--- config.mk ---
export PLATFORM = sky130hd
export DESIGN_NAME = cmd_framer
export DESIGN_NICKNAME = d
export VERILOG_FILES = /design/src/rtl/cfr_pkg.sv /design/src/rtl/cfr_status.sv /design/src/rtl/cfr_xfer.sv /design/src/rtl/cmd_framer.sv
export SDC_FILE = /design/constraint.sdc
export NUM_CORES = 1
export LEC_CHECK = 0
export ABC_CLOCK_PERIOD_IN_PS = 13710
export BUFFER_PORTS_ARGS = -buffer_cell sky130_fd_sc_hd__buf_4
export CELL_PAD_IN_SITES_DETAIL_PLACEMENT = 0
export CELL_PAD_IN_SITES_GLOBAL_PLACEMENT = 1
export CORE_MARGIN = 3
export CORE_UTILIZATION = 55
export DETAILED_ROUTE_END_ITERATION = 6
export PLACE_DENSITY_LB_ADDON = 0.1
export SETUP_SLACK_MARGIN = 0.02
export SLEW_MARGIN = 10
export SYNTH_ARGS = -nofsm -noshare
export SYNTH_HDL_FRONTEND = slang
export SYNTH_SLANG_ARGS = --single-unit
--- constraint.sdc ---
create_clock -name clk -period 13.71 [get_ports clk]
set_input_delay 0.6855 -clock clk [delete_from_list [all_inputs] [get_ports clk]]
set_output_delay 0.6855 -clock clk [all_outputs]
set_load 0.005 [all_outputs]
--- src/rtl/cfr_pkg.sv ---
package cfr_pkg;

    localparam int unsigned OP_W   = 8;
    localparam int unsigned STAT_W = 13;

    localparam logic [OP_W-1:0] OP_DRAWMODE = 8'hE1;
    localparam logic [OP_W-1:0] OP_MASKSET  = 8'hE6;
    localparam logic [OP_W-1:0] OP_VRAM_WR  = 8'hA0;
    localparam logic [OP_W-1:0] OP_VRAM_RD  = 8'hC0;

    typedef enum logic [0:0] {
        ST_COLLECT = 1'b0,
        ST_EMIT    = 1'b1
    } cfr_state_e;

    typedef struct packed {
        logic        rd;
        logic [9:0]  x;
        logic [8:0]  y;
        logic [15:0] w;
        logic [15:0] h;
    } xfer_desc_t;

    // Number of argument words that follow the opcode word.
    function automatic logic [3:0] arg_count(input logic [OP_W-1:0] op);
        logic [3:0] n;
        case (op[7:2])
            6'h08: n = 4'd3;
            6'h09: n = 4'd6;
            6'h0A: n = 4'd4;
            6'h0B: n = 4'd8;
            6'h0C: n = 4'd5;
            6'h0D: n = 4'd8;
            6'h0E: n = 4'd7;
            6'h0F: n = 4'd11;
            6'h10: n = 4'd2;
            6'h12, 6'h13, 6'h14: n = 4'd3;
            6'h16, 6'h17: n = 4'd4;
            6'h18: n = 4'd2;
            6'h19: n = 4'd3;
            6'h1A, 6'h1C, 6'h1E: n = 4'd1;
            6'h1B, 6'h1D, 6'h1F: n = 4'd2;
            default: n = 4'd0;
        endcase
        if (op == 8'h02 || op == OP_VRAM_WR || op == OP_VRAM_RD) n = 4'd2;
        if (op == 8'h80) n = 4'd3;
        return n;
    endfunction

endpackage

--- src/rtl/cfr_status.sv ---
module cfr_status
    import cfr_pkg::*;
(
    input  logic              clk,
    input  logic              rst,
    input  logic              upd,
    input  logic [OP_W-1:0]   op,
    input  logic [10:0]       w0_lo,
    input  logic [8:0]        w4_lo,
    input  logic [8:0]        w5_lo,
    output logic [STAT_W-1:0] stat
);

    logic flat_tex, shaded_tex;
    assign flat_tex   = (op & 8'hF4) == 8'h24;
    assign shaded_tex = (op & 8'hF4) == 8'h34;

    always_ff @(posedge clk) begin
        if (rst) begin
            stat <= '0;
        end else if (upd) begin
            if (flat_tex)                stat[8:0]   <= w4_lo;
            else if (shaded_tex)         stat[8:0]   <= w5_lo;
            else if (op == OP_DRAWMODE)  stat[10:0]  <= w0_lo;
            else if (op == OP_MASKSET)   stat[12:11] <= w0_lo[1:0];
        end
    end


    stat_hold_chk: assert property (@(posedge clk) disable iff (rst)
        !upd |=> $stable(stat));


    mask_keeps_low_chk: assert property (@(posedge clk) disable iff (rst)
        (upd && op == OP_MASKSET) |=> stat[10:0] == $past(stat[10:0]));


    tex_keeps_high_chk: assert property (@(posedge clk) disable iff (rst)
        (upd && (flat_tex || shaded_tex)) |=> stat[12:9] == $past(stat[12:9]));

endmodule

--- src/rtl/cfr_xfer.sv ---
module cfr_xfer
    import cfr_pkg::*;
#(
    parameter int unsigned WORD_W = 32
) (
    input  logic              clk,
    input  logic              rst,
    input  logic              start,
    input  logic [15:0]       wid,
    input  logic [15:0]       hgt,
    input  logic              in_valid,
    input  logic [WORD_W-1:0] in_data,
    output logic              active,
    output logic              wvalid,
    output logic [WORD_W-1:0] wdata
);

    localparam int unsigned REM_W = 32;

    logic [REM_W-1:0] rem;
    logic [REM_W-1:0] pix;
    logic [REM_W:0]   pix_rnd;

    assign pix     = {16'b0, wid} * {16'b0, hgt};
    assign pix_rnd = {1'b0, pix} + {{REM_W{1'b0}}, 1'b1};

    always_ff @(posedge clk) begin
        if (rst) begin
            rem <= '0;
        end else if (start) begin
            rem <= pix_rnd[REM_W:1];
        end else if (active && in_valid) begin
            rem <= rem - REM_W'(1);
        end
    end

    assign active = rem != '0;
    assign wvalid = active && in_valid;
    assign wdata  = in_data;


    xfer_end_on_word_chk: assert property (@(posedge clk) disable iff (rst)
        $fell(active) |-> $past(in_valid));


    xfer_no_restart_chk: assert property (@(posedge clk) disable iff (rst)
        active |-> !start);

endmodule

--- src/rtl/cmd_framer.sv ---
module cmd_framer
    import cfr_pkg::*;
#(
    parameter int unsigned WORD_W  = 32,
    parameter int unsigned MAX_PKT = 12
) (
    input  logic              clk,
    input  logic              rst,
    input  logic              in_valid,
    input  logic [WORD_W-1:0] in_data,
    output logic              in_ready,
    output logic              pkt_valid,
    output logic [WORD_W-1:0] pkt_data,
    output logic              pkt_sop,
    output logic              pkt_eop,
    output logic [STAT_W-1:0] stat_bits,
    output logic              xfer_start,
    output logic              xfer_read,
    output logic [9:0]        xfer_x,
    output logic [8:0]        xfer_y,
    output logic [15:0]       xfer_w,
    output logic [15:0]       xfer_h,
    output logic              xfer_wvalid,
    output logic [WORD_W-1:0] xfer_wdata
);

    localparam int unsigned IDX_W = $clog2(MAX_PKT + 1);
    localparam logic [IDX_W-1:0] ONE = IDX_W'(1);

    cfr_state_e        state;
    logic [IDX_W-1:0]  cnt, len_r, eidx, cur_len;
    logic [WORD_W-1:0] buf_q [MAX_PKT];
    logic              xa, take, last, is_vram;
    logic [OP_W-1:0]   op_c;
    logic [WORD_W-1:0] w4_v, w5_v;
    xfer_desc_t        desc_c, desc_q;
    logic              xs_q;

    assign in_ready = state == ST_COLLECT;
    assign take     = in_valid && in_ready && !xa;
    assign op_c     = (cnt == '0) ? in_data[31:24] : buf_q[0][31:24];
    assign cur_len  = (cnt == '0) ? IDX_W'(arg_count(in_data[31:24])) + ONE : len_r;
    assign last     = take && (cnt == cur_len - ONE);
    assign is_vram  = op_c == OP_VRAM_WR || op_c == OP_VRAM_RD;

    assign w4_v = (cnt == IDX_W'(4)) ? in_data : buf_q[4];
    assign w5_v = (cnt == IDX_W'(5)) ? in_data : buf_q[5];

    always_comb begin
        desc_c.rd = op_c == OP_VRAM_RD;
        desc_c.x  = buf_q[1][9:0];
        desc_c.y  = buf_q[1][24:16];
        desc_c.w  = in_data[15:0];
        desc_c.h  = in_data[31:16];
    end

    // packet word store
    always_ff @(posedge clk) begin
        if (take) buf_q[cnt] <= in_data;
    end

    always_ff @(posedge clk) begin
        if (rst) begin
            state  <= ST_COLLECT;
            cnt    <= '0;
            len_r  <= '0;
            eidx   <= '0;
            xs_q   <= 1'b0;
            desc_q <= '0;
        end else begin
            xs_q <= 1'b0;
            if (take) begin
                if (cnt == '0) len_r <= cur_len;
                if (last) begin
                    cnt <= '0;
                    if (is_vram) begin
                        xs_q   <= 1'b1;
                        desc_q <= desc_c;
                    end else begin
                        state <= ST_EMIT;
                        eidx  <= '0;
                    end
                end else begin
                    cnt <= cnt + ONE;
                end
            end
            if (state == ST_EMIT) begin
                eidx <= eidx + ONE;
                if (eidx == len_r - ONE) state <= ST_COLLECT;
            end
        end
    end

    assign pkt_valid = state == ST_EMIT;
    assign pkt_data  = buf_q[eidx];
    assign pkt_sop   = pkt_valid && eidx == '0;
    assign pkt_eop   = pkt_valid && eidx == len_r - ONE;

    assign xfer_start = xs_q;
    assign xfer_read  = desc_q.rd;
    assign xfer_x     = desc_q.x;
    assign xfer_y     = desc_q.y;
    assign xfer_w     = desc_q.w;
    assign xfer_h     = desc_q.h;

    cfr_status u_status (
        .clk   (clk),
        .rst   (rst),
        .upd   (last && !is_vram),
        .op    (op_c),
        .w0_lo ((cnt == '0) ? in_data[10:0] : buf_q[0][10:0]),
        .w4_lo (w4_v[8:0]),
        .w5_lo (w5_v[8:0]),
        .stat  (stat_bits)
    );

    cfr_xfer #(.WORD_W(WORD_W)) u_xfer (
        .clk      (clk),
        .rst      (rst),
        .start    (last && op_c == OP_VRAM_WR),
        .wid      (desc_c.w),
        .hgt      (desc_c.h),
        .in_valid (in_valid),
        .in_data  (in_data),
        .active   (xa),
        .wvalid   (xfer_wvalid),
        .wdata    (xfer_wdata)
    );


    emit_stall_chk: assert property (@(posedge clk) disable iff (rst)
        pkt_valid |-> !in_ready);


    emit_contig_chk: assert property (@(posedge clk) disable iff (rst)
        (pkt_valid && !pkt_eop) |=> (pkt_valid && !pkt_sop));


    emit_gap_chk: assert property (@(posedge clk) disable iff (rst)
        (pkt_valid && pkt_eop) |=> !pkt_valid);


    vram_not_fwd_chk: assert property (@(posedge clk) disable iff (rst)
        xfer_start |-> !pkt_valid);


    route_excl_chk: assert property (@(posedge clk) disable iff (rst)
        xfer_wvalid |-> !pkt_valid);

endmodule

## Word level (Yosys, flattened, before mapping)

Memory sizes are Yosys's and may differ from the RTL's. A register that Yosys moved wholly into a read port is not among the register bits.
Cells that the tools add are included.

- Equality and inequality tests: 15
- Reduce and logical (&&, ||, !) cells: 27
- Bitwise gates (word level): 6
- $add $sub $neg: 7
- Mux-type cells: 28
- Multipliers: 1

Operators with widths:

| operator | count |
|---|---|
| $mux W32 | 2 |
| $eq A8 B8 Y1 const B | 7 |
| $mux W9 | 5 |
| $mux W4 | 11 |
| $add A32 B1 Y33 const B | 1 |
| $mul A16 B16 Y32 | 1 |
| $reduce_bool A32 Y1 | 1 |
| $sub A32 B1 Y32 const B | 1 |
| $add A4 B1 Y4 const B | 3 |
| $mux W11 | 1 |
| $eq A5 B3 Y1 const B | 2 |
| $eq A4 B3 Y1 const B | 2 |
| $eq A4 B4 Y1 | 2 |
| $eq A8 B2 Y1 const B | 1 |
| $logic_and A1 B1 Y1 | 8 |
| $logic_not A4 Y1 | 2 |
| $mux W1 | 8 |
| $mux W8 | 1 |
| $sub A4 B1 Y4 const B | 2 |
| $not A1 Y1 | 6 |
| $reduce_and A3 Y1 | 2 |
| $reduce_bool A2 Y1 | 3 |
| $reduce_and A5 Y1 | 1 |
| $reduce_and A2 Y1 | 2 |
| 6 further kinds | 9 |

- Register bits: 92
- Logic and storage cells: 98
- Memories: 2
- Output and inout port bits: 135
- Bits of input ports: 35
- Bits in writable memories: 384
- Memory bits (read-only): 128

Memory list:

| name | depth | width | rd ports | clocked after Yosys merged registers in | write ports | line | text |
|---|---|---|---|---|---|---|---|
| buf_q | 12 | 32 | 5 | 2 | 1 | cmd_framer.sv:32 | `logic [WORD_W-1:0] buf_q [MAX_PKT];` |
| (name not given) | 32 | 4 | 1 | 0 | 0 | cfr_pkg.sv:27 | `case (op[7:2])` |

## Longest topological paths before layout

Gate-level depths: netlist (run 1).

- Depth in word-level cells: 15
- Gate-level depth with buffers: 26
- Depth with buffers taken out: 23

## By module

Synthesis (run 1) repeated with hierarchy kept, for this count alone.

- Cells, all modules: 2369
- Area total of the unflattened synthesis: 29701.0 µm²

Modules (own cells, without submodules):

| module | area each (µm²) | seq. area each (µm²) | cells each | instances |
|---|---|---|---|---|
| cmd_framer | 18312.6 | 12932.4 | 1043 | 1 |
| cfr_xfer | 10645.2 | 640.6 | 1241 | 1 |
| cfr_status | 743.2 | 260.2 | 85 | 1 |

## Worst setup path after synthesis (run 1)

No wires, ideal clock.

- Kind: input to register
- From: in in_data[29]
- To: reg u_xfer.rem[31]
- Required time: 13.579 ns
- Path buffers: 3
- Slack: 7.154 ns
- Data arrival time: 6.426 ns
- Setup time: 0.131 ns
- Stages: 24
- Cells stage by stage: clkbuf_1 clkbuf_1 clkbuf_1 nand2_1 fa_1 fa_1 inv_1 fa_1 fa_1 fa_1 inv_1 fa_1 inv_1 ha_1 a21o_1 a21o_1 a21o_1 nand4_1 nand2_1 a311o_1 a31o_2 a21oi_1 xnor2_1 o22ai_1

- Word-level cells in the longest chain between the ends: 12
- Elaborated cells between the ends (all ways): 22
- Those cells by class: add/sub: 3; mul: 1; eq/ne: 6; mux: 6; reduce/logical: 5; memory: 1

RTL lines:

| what | line | text |
|---|---|---|
| from (decl) | cmd_framer.sv:10 | `input logic [WORD_W-1:0] in_data,` |
| branches (longest 12 deep; another with $add A32 B1 Y33) | - |  |
| to (signal assigned) | cfr_xfer.sv:31 | `rem <= pix_rnd[REM_W:1];` |
| to (signal assigned) | cfr_xfer.sv:33 | `rem <= rem - REM_W'(1);` |
| to (decl) | cfr_xfer.sv:20 | `logic [REM_W-1:0] rem;` |

Several ways; the timed one is not identified.
A chain may end at the register's enable or synchronous reset.

## Worst setup path in the final report (run 1)

- From: in in_data[24]
- To: reg u_xfer.rem[28]

The elaborated chain is that of the path after synthesis.

==> results.md, run 1 <==
Logic synthesis:
- The register bit count reported by yosys is 499.
- The share of flip-flops with an asynchronous set or reset is 0.
- The share of the synthesized area in the top cell type is 0.392.
- Counting flops with a built-in enable in the synthesized netlist gives between 300 and 400.
- The share of the yosys chip area belonging to registers is 0.471.
- The cell type with the highest aggregate area in the netlist is sky130_fd_sc_hd__edfxtp_1.
- The count of distinct cell types in the synthesized netlist is slightly below 80.
- Averaged over all synthesized cells, the footprint is between 10 and 15 sq um.
- Sorting the synthesized cells by area gives the leading types as sky130_fd_sc_hd__edfxtp_1 39%, sky130_fd_sc_hd__fa_1 13%, sky130_fd_sc_hd__dfxtp_1 7.8%.
- The cell area after synthesis is between 0.02 and 0.03 sq mm.
- The gate count after technology mapping is roughly 2400.
- By count the netlist is led by 384 x sky130_fd_sc_hd__edfxtp_1, 261 x sky130_fd_sc_hd__inv_1, 238 x sky130_fd_sc_hd__nand2_1.
- The library cell with the highest instance count after synthesis is sky130_fd_sc_hd__edfxtp_1.
- The top flip-flop cell by instance count after synthesis is sky130_fd_sc_hd__edfxtp_1.
- The Yosys warning count is 0.
- The number of nets in the synthesized netlist is about 2700.

Min path:
- Along the worst hold path, the cell count comes to 2.
- The worst hold path begins at u_xfer.rem[14].
- The min-delay analysis places its worst path in the category reg2reg.
- The end point of the worst hold path is u_xfer.rem[14].

Timing:
- Setup repair after global routing left no endpoint under its margin.
- Once routing completed, OpenROAD measured the worst setup slack at 7290 ps.
- Counting I/O delays and the setup requirement, the final critical path takes between 6000 and 7000 ps.
- The top achievable clock speed is about 160 MHz.
- Setup violations remaining at the end of the flow were counted as 0.
- For the pin with the worst max-slew slack, the measured transition is 1120 ps.
- The final max-slew violation count is 0.
- The sum of negative setup slack is 0 ps.
- The share of the clock period used by the worst path after layout is 0.468.
- On the final layout, the worst hold slack is ~470 ps.
- Clock skew on the completed layout was measured at between 30 and 40 ps.
- The worst pin sits at a relative slew slack of 0.250.
- The final number of hold-violating endpoints was 0.

Placed design:
- The area after detailed placement is just over 0.03 sq mm.
- Prior to clock tree synthesis, the placed netlist has a worst setup slack of around 6800 ps.
- The quantity of I/O buffers inserted on ports is 169.
- The number of placed instances, taps included, is a little over 3000.
- The half-perimeter wire length after placement is about 50000 microns.
- The final weighted congestion of routability-driven global placement is roughly 0.88.

Floorplanning:
- The standard-cell row count is 84.
- The core region is approximately 0.053 sq mm.
- Measured along the x axis, the die boundary spans 237 microns.
- The number of top-level design ports is 170.
- The die covers 0.0562 sq mm.
- The floorplan step set the die height to ~240 microns.
- For this configuration, the core starts out at a cell density of 0.557.

CTS:
- The number of setup buffers added after CTS is 0.
- The count of hold-fix buffers inserted at cts is 0.
- The insertion delay of the later-clocked pin in the worst-skew pair is ~610 ps.
- The clock tree from TritonCTS is built.
- The number of buffers on the longest clock path is 3.
- In this run the clock root is driven by a sky130_fd_sc_hd__clkbuf_16.
- TritonCTS created 51 clock buffers.
- The number of resized instances in the post-cts repair step is 0.
- The H-tree level count is 2.
- The number of sinks on the clock net is 499.
- The clock transition at the registers of the reported paths is roughly 60 ps.

Outcome:
- The flow ran to the end, and the final reports show no timing, DRC or antenna violations.

Critical path:
- The critical path is of the in2reg type.
- The destination of the worst register-to-register timing path is u_xfer.rem[31].
- The endpoint class of the critical path is a flip-flop.
- The cell count of the worst reg-to-reg path is 19.
- The kind of launch point of the worst setup path is a primary input.
- The required arrival time at the worst endpoint is 14140 ps.
- The setup check on the worst reg-to-reg path leaves a slack of between 7000 and 8000 ps.
- The arrival time at the worst endpoint is 6850 ps.
- The startpoint identified for the worst register-to-register timing path is cnt[0].
- In this run the worst path has a maximum fanout of 33.

Routing:
- The post-route DRC violation count is 0.
- Once detail routing completed, the nets flagged for antenna violations numbered 0.
- The final route contains between 15000 and 20000 vias.
- The detailed-route wire length per cell is roughly 24 microns.
- For this block, the routed nets add up to 76400 microns of wire.
- The number of detailed-routing iterations run before antenna repair is 7.
- The vias per cell is ~6.
- The iteration-0 DRC count of the detailed router is between 1500 and 2000.

Cells and area:
- The total non-filler cell area in the finished layout is about 0.033 sq mm.
- Compared with the post-synthesis result, the final layout area differs by 11.2%.
- The number of diodes is 0.
- The non-filler instance count after layout is 3196.
- The share of post-route cells with drive strength above 1 is 0.157.
- The number of nets in the layout is around 2800.

Run:
- The max-capacitance violation count is 0.

GRT:
- The initial antenna violation count was 0.
- The first global-routing pass estimated ~120000 microns of wire.
- Entering global routing, the biggest net connects 65 pins.
- The total global routing track utilization is 0.277.
- The number of global-route vias before repair is 19633.
- The total overflow left after global routing is 0.

Power and ir drop:
- The worst ir drop on vdd is ~240 uV.
- The analysis attributes to cell leakage a power of 12.7 nW.
- Power spread over the standard cell area amounts to 200 mW/mm^2.
worst max-delay path, cell delays in order:
cell and delay [ps]:
sky130_fd_sc_hd__buf_4 370, sky130_fd_sc_hd__nand2_1 160, sky130_fd_sc_hd__fa_1 530, sky130_fd_sc_hd__inv_1 60
sky130_fd_sc_hd__fa_1 510, sky130_fd_sc_hd__inv_1 60, sky130_fd_sc_hd__fa_1 540, sky130_fd_sc_hd__inv_1 50
sky130_fd_sc_hd__fa_1 450, sky130_fd_sc_hd__fa_1 500, sky130_fd_sc_hd__inv_1 50, sky130_fd_sc_hd__fa_1 510
sky130_fd_sc_hd__inv_1 50, sky130_fd_sc_hd__ha_1 370, sky130_fd_sc_hd__o21a_1 140, sky130_fd_sc_hd__nor2_1 240
sky130_fd_sc_hd__inv_1 100, sky130_fd_sc_hd__a32oi_1 230, sky130_fd_sc_hd__o311ai_0 190, sky130_fd_sc_hd__a31oi_1 370
sky130_fd_sc_hd__o21bai_1 110, sky130_fd_sc_hd__a21oi_1 180, sky130_fd_sc_hd__xor2_1 230, sky130_fd_sc_hd__a31oi_1 120
how the worst max path moves through the flow:
stage | from | to | slack [ps]
3_3_place_gp | in_data[17] | u_xfer.rem[31] | 6900
2_1_floorplan | in_data[29] | u_xfer.rem[31] | 7150
6_report | in_data[24] | u_xfer.rem[28] | 7290
3_5_place_dp | in_data[28] | u_xfer.rem[28] | 6750
4_1_cts | in_data[28] | u_xfer.rem[28] | 7320
5_1_grt | in_data[24] | u_xfer.rem[28] | 6940
layout by cell type, fill, tap and decap left out, types with 5 or more instances in the layout:
master	instances
sky130_fd_sc_hd__edfxtp_1	384
sky130_fd_sc_hd__nand2b_1	14
sky130_fd_sc_hd__o21a_1	7
sky130_fd_sc_hd__a311oi_1	8
sky130_fd_sc_hd__nand3_1	18
sky130_fd_sc_hd__clkinv_2	10
sky130_fd_sc_hd__clkinv_1	11
sky130_fd_sc_hd__or3_1	8
sky130_fd_sc_hd__a21oi_1	76
sky130_fd_sc_hd__clkbuf_16	52
sky130_fd_sc_hd__nand4_1	8
sky130_fd_sc_hd__nor2b_1	11
sky130_fd_sc_hd__and2_1	130
sky130_fd_sc_hd__a21o_1	15
sky130_fd_sc_hd__o22ai_1	10
sky130_fd_sc_hd__nor2_1	113
sky130_fd_sc_hd__o21ai_0	64
sky130_fd_sc_hd__o211ai_1	15
sky130_fd_sc_hd__nand2_1	238
sky130_fd_sc_hd__nor4_1	7
sky130_fd_sc_hd__bufinv_16	5
sky130_fd_sc_hd__clkbuf_1	10
sky130_fd_sc_hd__a31oi_1	8
sky130_fd_sc_hd__o31ai_1	6
sky130_fd_sc_hd__mux2i_1	92
sky130_fd_sc_hd__ha_1	124
sky130_fd_sc_hd__a211oi_1	8
sky130_fd_sc_hd__dfxtp_1	111
sky130_fd_sc_hd__nor3_1	38
sky130_fd_sc_hd__xnor2_1	26
sky130_fd_sc_hd__and3_1	9
sky130_fd_sc_hd__mux4_2	96
sky130_fd_sc_hd__buf_4	195
sky130_fd_sc_hd__fa_1	195
sky130_fd_sc_hd__inv_1	261
sky130_fd_sc_hd__xor2_1	28
metal layers:
layer,share of wire,GRT usage,wire [microns]
met1,0.42,0.389,32100
met2,0.48,0.454,36600
met3,0.074,0.0497,5650
met4,0.027,0.0737,2080
met5,0,0,0
per-stage QoR:
stage | util | power (mW)
finish | 0.619 | 6.54
global route | 0.619 | 7.03
CTS | 0.619 | 6.57
detailed placement | 0.587 | 5.13
global placement | 0.587 | 5.13
floorplan | - | 4.18
registers in the layout, indices dropped and copies added (netlist names), 4 cells and up, named ones only:
register       flops
buf_q            384
len_r              4
u_xfer.rem        32
xfer_x            10
xfer_h            16
eidx               4
xfer_w            16
cnt                4
xfer_y             9
u_status.stat     13
area by class of cell:
class                   count  area [sq um]
multi-input cells        1456         13800
repair buffers            195          1460
well taps                 688           861
fillers                  4151         20100
clock inverters            32           328
inverters                 262           983
flip-flops and latches    499         13800
clock buffers              64          1370
power by group:
| group | switching, mW | internal, mW |
|---|---|---|
| registers | 0.0548 | 1.69 |
| clock network | 0.593 | 0.806 |
| logic | 2.05 | 1.35 |
| total | 2.70 | 3.84 |
cell families (layout without fill, tap and decap cells):
| group | after synthesis | after routing | share of synthesized area |
|---|---|---|---|
| buffers and inverters | 412 | 553 | 0.0590 |
| and+or+nand+nor | 627 | 627 | 0.103 |
| adders and majority gates | 319 | 319 | 0.186 |
| AOI/OAI and AO/OA | 265 | 265 | 0.0591 |
| DFF | 499 | 499 | 0.471 |
| muxes | 191 | 191 | 0.106 |
| xor gates and xnor gates | 54 | 54 | 0.0161 |
No activity file was read; power rests on OpenSTA's default activity.
==> inputs of run 2 (changes only) <==
--- a/config.mk
+++ b/config.mk
@@ -5,12 +5,13 @@
 export SDC_FILE = /design/constraint.sdc
 export NUM_CORES = 1
 export LEC_CHECK = 0
-export ABC_CLOCK_PERIOD_IN_PS = 13710
+export ABC_AREA = 1
+export ABC_CLOCK_PERIOD_IN_PS = 5800
 export BUFFER_PORTS_ARGS = -buffer_cell sky130_fd_sc_hd__buf_4
 export CELL_PAD_IN_SITES_DETAIL_PLACEMENT = 0
 export CELL_PAD_IN_SITES_GLOBAL_PLACEMENT = 1
 export CORE_MARGIN = 3
-export CORE_UTILIZATION = 55
+export CORE_UTILIZATION = 44
 export DETAILED_ROUTE_END_ITERATION = 6
 export PLACE_DENSITY_LB_ADDON = 0.1
 export SETUP_SLACK_MARGIN = 0.02
==> constraint.sdc (replaced) <==
create_clock -name clk -period 5.8 [get_ports clk]
set_input_delay 0.29 -clock clk [delete_from_list [all_inputs] [get_ports clk]]
set_output_delay 0.29 -clock clk [all_outputs]
set_load 0.005 [all_outputs]
==> run 2 against run 1 <==
Die area up 30%. Critical path type unchanged. Largest power group unchanged. Utilization down 10 points. Largest cell class is now multi-input combinational cells. Register-to-register slack worse by 6400 ps. Design area up 8.7%. Hold slack worse by 410 ps. Flip-flop and latch count unchanged. Total power rose to 2.6 times the previous value. Clock skew down 15 ps. Critical path depth up 3. Setup slack worse by 6800 ps. Sequential share of layout area down 3.4 points. Via count up 28%.
==> results.md, run 2 <==
CTS:
- The number of resized instances in the post-cts repair step was 0 (unchanged).
- The number of clock buffers inserted by TritonCTS is 54 (+5.9%).
- The number of buffers on the longest clock path was 3 (unchanged).
- The H-tree level count is 2 (unchanged).
- The number of sinks on the clock net is 499 (unchanged).
- The clock tree from TritonCTS is built.
- The root buffer cell is sky130_fd_sc_hd__clkbuf_16.
- The clock transition at the registers of the reported paths is 60 ps (about the same).
- The count of hold-fix buffers inserted at cts was 1 (+1).
- The insertion delay of the later-clocked pin in the worst-skew pair was 620 ps (about the same).
- The number of setup buffers added after CTS is 0 (unchanged).

Critical path:
- The worst-path maximum fanout came to 19 (-42%).
- The worst register-to-register path ends at u_xfer.rem[20].
- The worst-case register-to-register setup slack came to 1560 ps (-6430 ps).
- The peak per-stage delay on the critical path was 550 ps (about the same).
- By startpoint and endpoint, the worst setup path is classified as in2reg.
- The reg-to-reg startpoint is cnt[1].
- The kind of launch point of the worst setup path is a primary input.
- The cell count of the worst reg-to-reg path is 20 (+1).
- The endpoint class of the critical path is a flip-flop.
- The standard cell with the maximum stage delay on the critical path is sky130_fd_sc_hd__fa_1.
- The required arrival time at the worst endpoint was 6290 ps (-7850 ps).
- The arrival time at the worst endpoint is 5840 ps (-1010 ps).

GRT:
- The global-route wire length before repair came to 151000 microns (+28%).
- The remaining global-route overflow is 0 (unchanged).
- The fraction of met2 tracks used by global routing is 0.460 (+0.00518).
- The number of global-route vias before repair is 24435 (+24%).
- The layer carrying the most global-route usage is met2.
- The largest net degree at the start of global routing is 141 (+120%).
- The met3 track demand over resource in global routing is 0.0309 (-0.0188).
- The met1 track demand over resource came to 0.368 (-0.0212).
- The initial antenna violation count came to 4 (+4).
- The total global routing track utilization came to 0.267 (-0.0102).

Routing:
- The number of detailed-routing iterations run before antenna repair is 5 (-2).
- The vias per cell came to 5.32 (-9.7%).
- The final wirelength is 97600 microns (+28%).
- The iteration-0 DRC count of the detailed router is 1961 (+27%).
- The detailed-route wire length per cell is 21.5 microns (-10%).
- The post-route DRC violation count is 0 (unchanged).
- The routed via count came to 24105 (+28%).
- The number of antenna-violating nets in the routed design is 0 (unchanged).

Logic synthesis:
- The share of flip-flops with an asynchronous set or reset was 0 (unchanged).
- The count of distinct cell types in the synthesized netlist came to 45 (-42%).
- By area the synthesized netlist is led by sky130_fd_sc_hd__edfxtp_1 37%, sky130_fd_sc_hd__fa_1 13%, sky130_fd_sc_hd__dfxtp_1 7.5%.
- The top flip-flop cell by instance count after synthesis is sky130_fd_sc_hd__edfxtp_1.
- The post-synth net total is 3728 (+37%).
- Counting instances in the post-synthesis netlist gives the leading cell types as 538 x sky130_fd_sc_hd__inv_1, 527 x sky130_fd_sc_hd__nand2_1, 404 x sky130_fd_sc_hd__nor2_1.
- The synthesized design spends more area on one cell type than any other, namely sky130_fd_sc_hd__edfxtp_1.
- The register bit count reported by yosys is 499 (unchanged).
- The cell area after synthesis is 0.0308 sq mm (+4.8%).
- The share of the yosys chip area belonging to registers is 0.449 (-0.0217).
- The Yosys warning count is 0 (unchanged).
- The share of the synthesized area in the top cell type is 0.374 (-0.0181).
- The library cell with the highest instance count after synthesis is sky130_fd_sc_hd__inv_1.
- The gate count after technology mapping was 3374 (+43%).
- The number of enable-type register cells in the synthesized netlist is 384 (unchanged).
- The synthesized area per cell is 9.13 sq um (-26%).

Cells and area:
- The fraction of the core area covered by cells at the end of the flow is 0.515 (-0.104).
- The area used by sequential logic in the layout is 0.0138 sq mm (about the same).
- The share of post-route cells with drive strength above 1 came to 0.128 (-0.0284).
- The fill cell total of the finished layout is 6575 (+58%).
- The number of nets in the layout was 3909 (+39%).
- The multi-input gate area in the final layout was 0.0140 sq mm (+1.5%).
- The library cells used most frequently in the layout, excluding fill and tap cells, are 535 x sky130_fd_sc_hd__inv_1, 527 x sky130_fd_sc_hd__nand2_1, 394 x sky130_fd_sc_hd__nor2_1.
- The leading cell type in the layout, fill and taps excluded is sky130_fd_sc_hd__inv_1.
- Ranked by flip-flop count, first place goes to buf_q.
- The flip-flop count of the largest register, all copies and words added is 384 (unchanged).
- The largest registers in the layout are buf_q (384), u_xfer.rem (32).
- Relative to the synthesized area, the layout overhead comes to 15.4%.

Power and ir drop:
- The power density over the cells is 474 mW/mm^2 (+140%).
- The total power draw was 16.9 mW (+160%).
- The leakage component of the power is 15.5 nW (+22%).
- The worst ir drop on vdd came to 455 uV (+89%).

Floorplanning:
- The area of the placeable core was 0.0689 sq mm (+31%).
- The number of top-level design ports came to 170 (unchanged).
- The standard-cell row count is 96 (+14%).
- The die outline area is 0.0732 sq mm (+30%).
- The horizontal die dimension is 271 microns (+14%).
- The starting density of the core is 0.447 (-0.110).
- The height of the die was 271 microns (+14%).

Timing:
- Setup repair after global routing left no endpoint under its margin.
- The number of failing setup endpoints in the final timing report is 0 (unchanged).
- The final number of hold-violating endpoints is 0 (unchanged).
- The final period demand of the worst path is 5350 ps.
- Based on the critical path, the design can be clocked at up to roughly 190 MHz.
- The setup skew after layout came to 17.8 ps (-15.2 ps).
- The transition at the pin with the smallest max-transition slack is 960 ps (-160 ps).
- In the finished design, the share of the clock period the worst path needs comes to 0.923.
- The final worst hold slack is 59.5 ps (-413 ps).
- The final max-slew violation count is 0 (unchanged).
- The relative slew slack is 0.359 (+0.109).
- The final worst-path setup slack was 447 ps (-6840 ps).

Placed design:
- The half-perimeter wire length after placement is 69100 microns (+39%).
- The post-placement worst setup slack is -181 ps (-6940 ps).
- The quantity of I/O buffers inserted on ports was 169 (unchanged).
- The final weighted congestion of routability-driven global placement is 0.876 (about the same).

Min path:
- The tightest min-delay check is of the in2reg type.
- For hold timing, the worst endpoint is buf_q[10][26].
- The hold path depth is 1 (-1).
- The critical hold path startpoint is in_data[26].

Outcome:
- The run finished with clean final reports.

Run:
- The max-capacitance violation count is 0 (unchanged).
[run 2: area by class of cell]
cell class,count,area share
well taps,931,0.0328
multi-input cells,2116,0.395
clock buffers,72,0.0418
diodes,2,0.000141
repair buffers,342,0.0744
flip-flops and latches,499,0.390
inverters,542,0.0573
clock inverters,29,0.00898
[run 2: cells by family after synthesis]
group                    after synthesis  share of synthesized area
flip-flops                           499                      0.449
AND/OR/NAND/NOR                     1086                      0.143
multiplexers                           2                   0.000650
AO/OA/AOI/OAI                        643                      0.114
buffers and inverters                759                     0.0983
XOR/XNOR                              66                     0.0188
adder cells (fa/ha/maj)              319                      0.177
[run 2: per-layer routing]
layer	share of wire	vias up
met5	0	-
met4	0.017	0
met3	0.054	102
met2	0.49	669
met1	0.44	12039
li1	-	11295
[run 2: critical path, delay by kind of cell]
family	cells	cell delay (ps)
AOI/OAI and AO/OA	5	840
xor gates and xnor gates	1	250
adders and majority gates	7	3050
buffers and inverters	10	1150
and+or+nand+nor	4	240
[run 2: how the worst max path moves through the flow]
| stage | startpoint | to | cells past startpoint |
|---|---|---|---|
| 2_1_floorplan | in_data[7] | u_xfer.rem[30] | 27 |
| 3_3_place_gp | in_data[23] | u_xfer.rem[19] | 27 |
| 3_5_place_dp | in_data[23] | u_xfer.rem[19] | 27 |
| 4_1_cts | in_data[23] | u_xfer.rem[19] | 27 |
| 5_1_grt | in_data[24] | u_xfer.rem[18] | 27 |
| 6_report | in_data[23] | u_xfer.rem[19] | 27 |
[run 2: where the power goes]
part | total, mW | internal [mW] | switching (mW)
combinational | 9.46 | 4.08 | 5.38
clock | 3.51 | 2.03 | 1.48
sequential | 3.88 | 3.86 | 0.0183
[run 2: metrics by stage]
stage          instances  instance area [sq um]  setup TNS, ps
2_1_floorplan       3374                  30800              0
3_3_place_gp        4429                  33700           -686
3_5_place_dp        4429                  33700           -805
4_1_cts             4531                  35500              0
5_1_grt             4531                  35500              0
6_report            4533                  35500              0
